[src/rtl/ea_gen.sv]
module ea_gen #(
  parameter int AW = 16,
  parameter int DW = 8
) (
  input  logic          clk,
  input  logic          rst_n,
  input  logic          req_valid,
  input  logic [3:0]    mode,
  input  logic [DW-1:0] op_lo,
  input  logic [DW-1:0] op_hi,
  input  logic [DW-1:0] idx_x,
  input  logic [DW-1:0] idx_y,
  input  logic [DW-1:0] sp,
  input  logic [DW-1:0] ptr_lo,
  input  logic [DW-1:0] ptr_hi,
  input  logic [AW-1:0] pc,
  output logic          out_valid,
  output logic [AW-1:0] ea,
  output logic          page_cross,
  output logic          ptr_need,
  output logic [AW-1:0] ptr_addr,
  output logic [AW-1:0] ptr_addr_nxt
);
  localparam logic [DW-1:0] PG_STACK = DW'(1);

  logic [AW-1:0] abs_base, ptr_val, idx_base, idx_sum, rel_t;
  logic [DW-1:0] idx_amt, zp_x, zp_y;
  logic          use_idx;

  assign abs_base = {op_hi, op_lo};
  assign ptr_val  = {ptr_hi, ptr_lo};
  assign zp_x     = op_lo + idx_x;
  assign zp_y     = op_lo + idx_y;
  assign rel_t    = pc + {{(AW-DW){op_lo[DW-1]}}, op_lo};
  assign idx_base = (mode == 4'd7) ? ptr_val : abs_base;
  assign idx_amt  = (mode == 4'd1) ? idx_x : idx_y;
  assign idx_sum  = idx_base + {{(AW-DW){1'b0}}, idx_amt};
  assign use_idx  = (mode == 4'd1) || (mode == 4'd2) || (mode == 4'd7);

  logic [AW-1:0] ea_d, pa_d, pn_d;
  logic          pc_d, pn_need;

  always_comb begin
    ea_d = '0;
    pa_d = '0;
    pn_d = '0;
    pn_need = 1'b0;
    unique case (mode)
      4'd0:  ea_d = abs_base;
      4'd1,
      4'd2:  ea_d = idx_sum;
      4'd3:  ea_d = {{DW{1'b0}}, op_lo};
      4'd4:  ea_d = {{DW{1'b0}}, zp_x};
      4'd5:  ea_d = {{DW{1'b0}}, zp_y};
      4'd6: begin
        pa_d = {{DW{1'b0}}, zp_x};
        pn_d = {{DW{1'b0}}, zp_x + DW'(1)};
        ea_d = ptr_val;
        pn_need = 1'b1;
      end
      4'd7: begin
        pa_d = {{DW{1'b0}}, op_lo};
        pn_d = {{DW{1'b0}}, op_lo + DW'(1)};
        ea_d = idx_sum;
        pn_need = 1'b1;
      end
      4'd8: begin
        pa_d = {{DW{1'b0}}, op_lo};
        pn_d = {{DW{1'b0}}, op_lo + DW'(1)};
        ea_d = ptr_val;
        pn_need = 1'b1;
      end
      4'd9: begin
        pa_d = abs_base;
        pn_d = abs_base + AW'(1);
        ea_d = ptr_val;
        pn_need = 1'b1;
      end
      4'd10: begin
        pa_d = abs_base + {{(AW-DW){1'b0}}, idx_x};
        pn_d = abs_base + {{(AW-DW){1'b0}}, idx_x} + AW'(1);
        ea_d = ptr_val;
        pn_need = 1'b1;
      end
      4'd11: ea_d = {PG_STACK, sp};
      4'd12: ea_d = rel_t;
      default: ;
    endcase
  end

  assign pc_d = use_idx && (idx_sum[AW-1:DW] != idx_base[AW-1:DW]);

  always_ff @(posedge clk) begin
    if (!rst_n) begin
      out_valid    <= 1'b0;
      ea           <= '0;
      page_cross   <= 1'b0;
      ptr_need     <= 1'b0;
      ptr_addr     <= '0;
      ptr_addr_nxt <= '0;
    end else begin
      out_valid <= req_valid;
      if (req_valid) begin
        ea           <= ea_d;
        page_cross   <= pc_d;
        ptr_need     <= pn_need;
        ptr_addr     <= pa_d;
        ptr_addr_nxt <= pn_d;
      end
    end
  end
endmodule


[config.mk]
export PLATFORM = sky130hd
export DESIGN_NAME = ea_gen
export DESIGN_NICKNAME = d
export VERILOG_FILES = /design/src/rtl/ea_gen.sv
export SDC_FILE = /design/constraint.sdc
export NUM_CORES = 1
export LEC_CHECK = 0
export BUFFER_PORTS_ARGS = -buffer_cell sky130_fd_sc_hd__buf_4
export CORE_MARGIN = 2
export CORE_UTILIZATION = 47
export CTS_CLUSTER_SIZE = 12
export DETAILED_ROUTE_END_ITERATION = 8
export PLACE_DENSITY = 0.76
export RECOVER_POWER = 100
export SLEW_MARGIN = 40
export SYNTH_ARGS = -nofsm -noshare
export SYNTH_HDL_FRONTEND = slang
export SYNTH_SLANG_ARGS = --single-unit
[constraint.sdc]
create_clock -name clk -period 4.24 [get_ports clk]
set_input_delay 0.212 -clock clk [delete_from_list [all_inputs] [get_ports clk]]
set_output_delay 0.212 -clock clk [all_outputs]
set_load 0.05 [all_outputs]
==> flow_metrics.tcl <==
set metrics [dict create \
    routed_wl_um 19200 \
    rows 41 \
    die_width_um 117 \
    leakage_nw 2.73 \
    place.gp.congestion 0.974 \
    ys_top_cells_by_area "dfxtp_1 17%, ha_1 8.4%, xnor2_1 4.6%" \
    p_total_mw 1.74 \
    diodes 0 \
    peakVddDrop_v 0.000152 \
    crit_required_ns 4.43 \
    die-area_sq_um 13600 \
    clk_pin_slew_ns 0.07 \
    tritoncts "done" \
    io_buffers 129 \
    violations "capacitance limit, slew limit" \
    via_per_inst 6.11 \
    met2_length_um 8640 \
    drt-pass1-iter-count 5 \
    skew_ns 0 \
    min_to "ea[15]" \
    drt-initial-drc-count 633 \
    grt_antenna_before_repair 0 \
    clock.fmax_mhz 275 \
    startpoint_type "input port" \
    timing.rr.end "ea[9]" \
    reg2reg_slack_ns 2.92 \
    die_h_um 117 \
    worst_skew_pair.late_latency_ns 0.30 \
    fillCellCount 1287 \
    gr-total-overflow 0 \
    report.final.slew_viol_count 50 \
    netlist_area_sq_um 5950 \
    hold-worst-slack_ns 0.210 \
    crit_start "mode[1]" \
    num_vias 6496 \
    fin_nets 1015 \
    final_common_cell "buf_4" \
    design_area_sq_um 6980 \
    area_growth_pct 17.3 \
    synthFlopType "dfxtp_1" \
    hold_viol 0 \
    synthSimpleGateAreaFrac_pct 23.7 \
    grt_max_degree 50 \
    post_drt_wl_per_cell_um 18.1 \
    grt_pass1_wl_um 30200 \
    mostFrequentLayoutCells "84 x buf_4, 67 x nand2_1, 58 x clkbuf_1, 51 x o21ai_0, 51 x dfxtp_1" \
    fin_ws_ns 0.599 \
    synthAdderAreaFrac_pct 9.76 \
    synth_edf_count 0 \
    route.detailed.drc 0 \
    drv.max_cap_violation_count 1 \
    clk_path_buf_depth 2 \
    cts.sinks 51 \
    synth_cell_types 84 \
    period_needed_ns 3.64 \
    cts_buffers 5 \
    postCtsSetupBuffers 0 \
    top_layer "met4" \
    worstMarginPinSlew_ns 2.28 \
    rr_startpoint "ea[9]" \
    slew_headroom_pct -52.2 \
    syn_inst 786 \
    hp-start "ptr_hi[7]" \
    synth_xor_area_share_pct 8.37 \
    wl_met1_um 8390 \
    crit_type "in2reg" \
    worstHoldPathCells 3 \
    core-area_sq_um 12500 \
    syn_nets 909 \
    synthArstFlopShare_pct 0 \
    start_util_pct 47.7 \
    root_buffer "clkbuf_16" \
    rsz0062_at_grt "false" \
    worstPathArrival_ns 3.83 \
    critPathCaptureType "flip-flop" \
    syn_area_per_cell_sq_um 7.57 \
    grtUsageTotal_pct 28.0 \
    place_area_sq_um 7040 \
    synth-compound-area-share_pct 30.9 \
    hp-class "in2reg" \
    htreeDepth 2 \
    dp_hpwl_um 14500 \
    ys_seq_area_share_pct 17.2 \
    status "finished with violations" \
    post-route-period-util_pct 85.9 \
    drive_above_1_share_pct 13.5 \
    pre_cts_ws_ns 0.658 \
    reg2regPathDepth 5 \
    ant_nets 0 \
    setup_violations 0 \
    synth_area_leader_cell "dfxtp_1" \
    synth_top_family_by_area "compound AO/OA/AOI/OAI gates" \
    grt_pass1_vias 5948 \
    wl_met3_um 1780 \
    power_density_nw_per_um2 250 \
    crit_fanout 26 \
    synthMuxAreaShare_pct 4.71 \
    setup_tns_ns 0 \
    holdBufCountCts 0 \
    synth_top_area_share_pct 17.2 \
    cts_resized 0 \
    io_pins 130 \
    synth-seq-cells 51 \
    yosysWarnings 0 \
]
## power by group
group / switching [mW] / total (mW) / internal, mW
combinational: 0.471 / 0.769 / 0.298
sequential: 0.0103 / 0.509 / 0.498
clock: 0.188 / 0.464 / 0.276
## how the worst max path moves through the flow
stage,endpoint,cells after the start
CTS,ea[10],16
global route,ea[9],15
floorplan,ea[13],14
finish,ea[13],15
detailed placement,ea[10],16
global placement,ea[10],16
## sequential cells by signal, indices dropped and copies added (netlist names)
name,cells
ptr_addr,16
page_cross,1
ea,16
ptr_addr_nxt,16
out_valid,1
ptr_need,1
## layout make-up
cell class,count,area (sq um),share of cell area (%)
multi-input combinational,656,4600,65.9
clock buffer,6,129,1.85
tap,172,215,3.08
sequential,51,1020,14.6
inverter,37,139,1.99
clock inverter,1,30.0,0.430
timing repair buffer,141,845,12.1
## Yosys cell counts (all sizes together) (9+ instances only)
cell     n
a31oi   12
nand3   19
or2      9
nand4    9
clkbuf  31
nand2   67
a21oi   50
and2    18
or3     10
mux2i   14
nor2b   24
nand2b  13
nor2    48
buf     11
a221oi  12
dfxtp   51
o21ai   54
a22oi   16
inv     37
mux2    11
o22ai   15
xor2    24
a211oi   9
o21a    21
a21o    11
xnor2   32
ha      40
nor3    14
## cell families after synthesis
kind of cell	Yosys count
fa+ha+maj	44
flops	51
buf+inv	79
compound gates	266
mux	25
simple gates	265
xor+xnor	56
## metal layers
metal	track usage, %	up-vias
met2	47.0	346
met1	37.6	2978
met5	0	-
li1	-	3129
met3	4.05	43
met4	7.86	0
## per-stage QoR
stage | instances | utilization [%]
2_1_floorplan | 786 | -
3_3_place_gp | 1057 | 56.5
3_5_place_dp | 1057 | 56.5
4_1_cts | 1064 | 57.8
5_1_grt | 1064 | 56.0
6_report | 1064 | 56.0
## critical path, stage by stage
cell and delay [ns]:
buf_4 0.24, and4b_1 0.45, clkbuf_1 0.79, nand2_1 0.13
nand2_1 0.09, ha_1 0.26, a2111oi_1 0.35, buf_4 0.20
nor2b_1 0.12, o21ai_1 0.15, nand3_1 0.14, xor2_1 0.08
a222oi_1 0.28, nor2_1 0.08, a221o_1 0.25
Power figures use the tool's default switching activity.
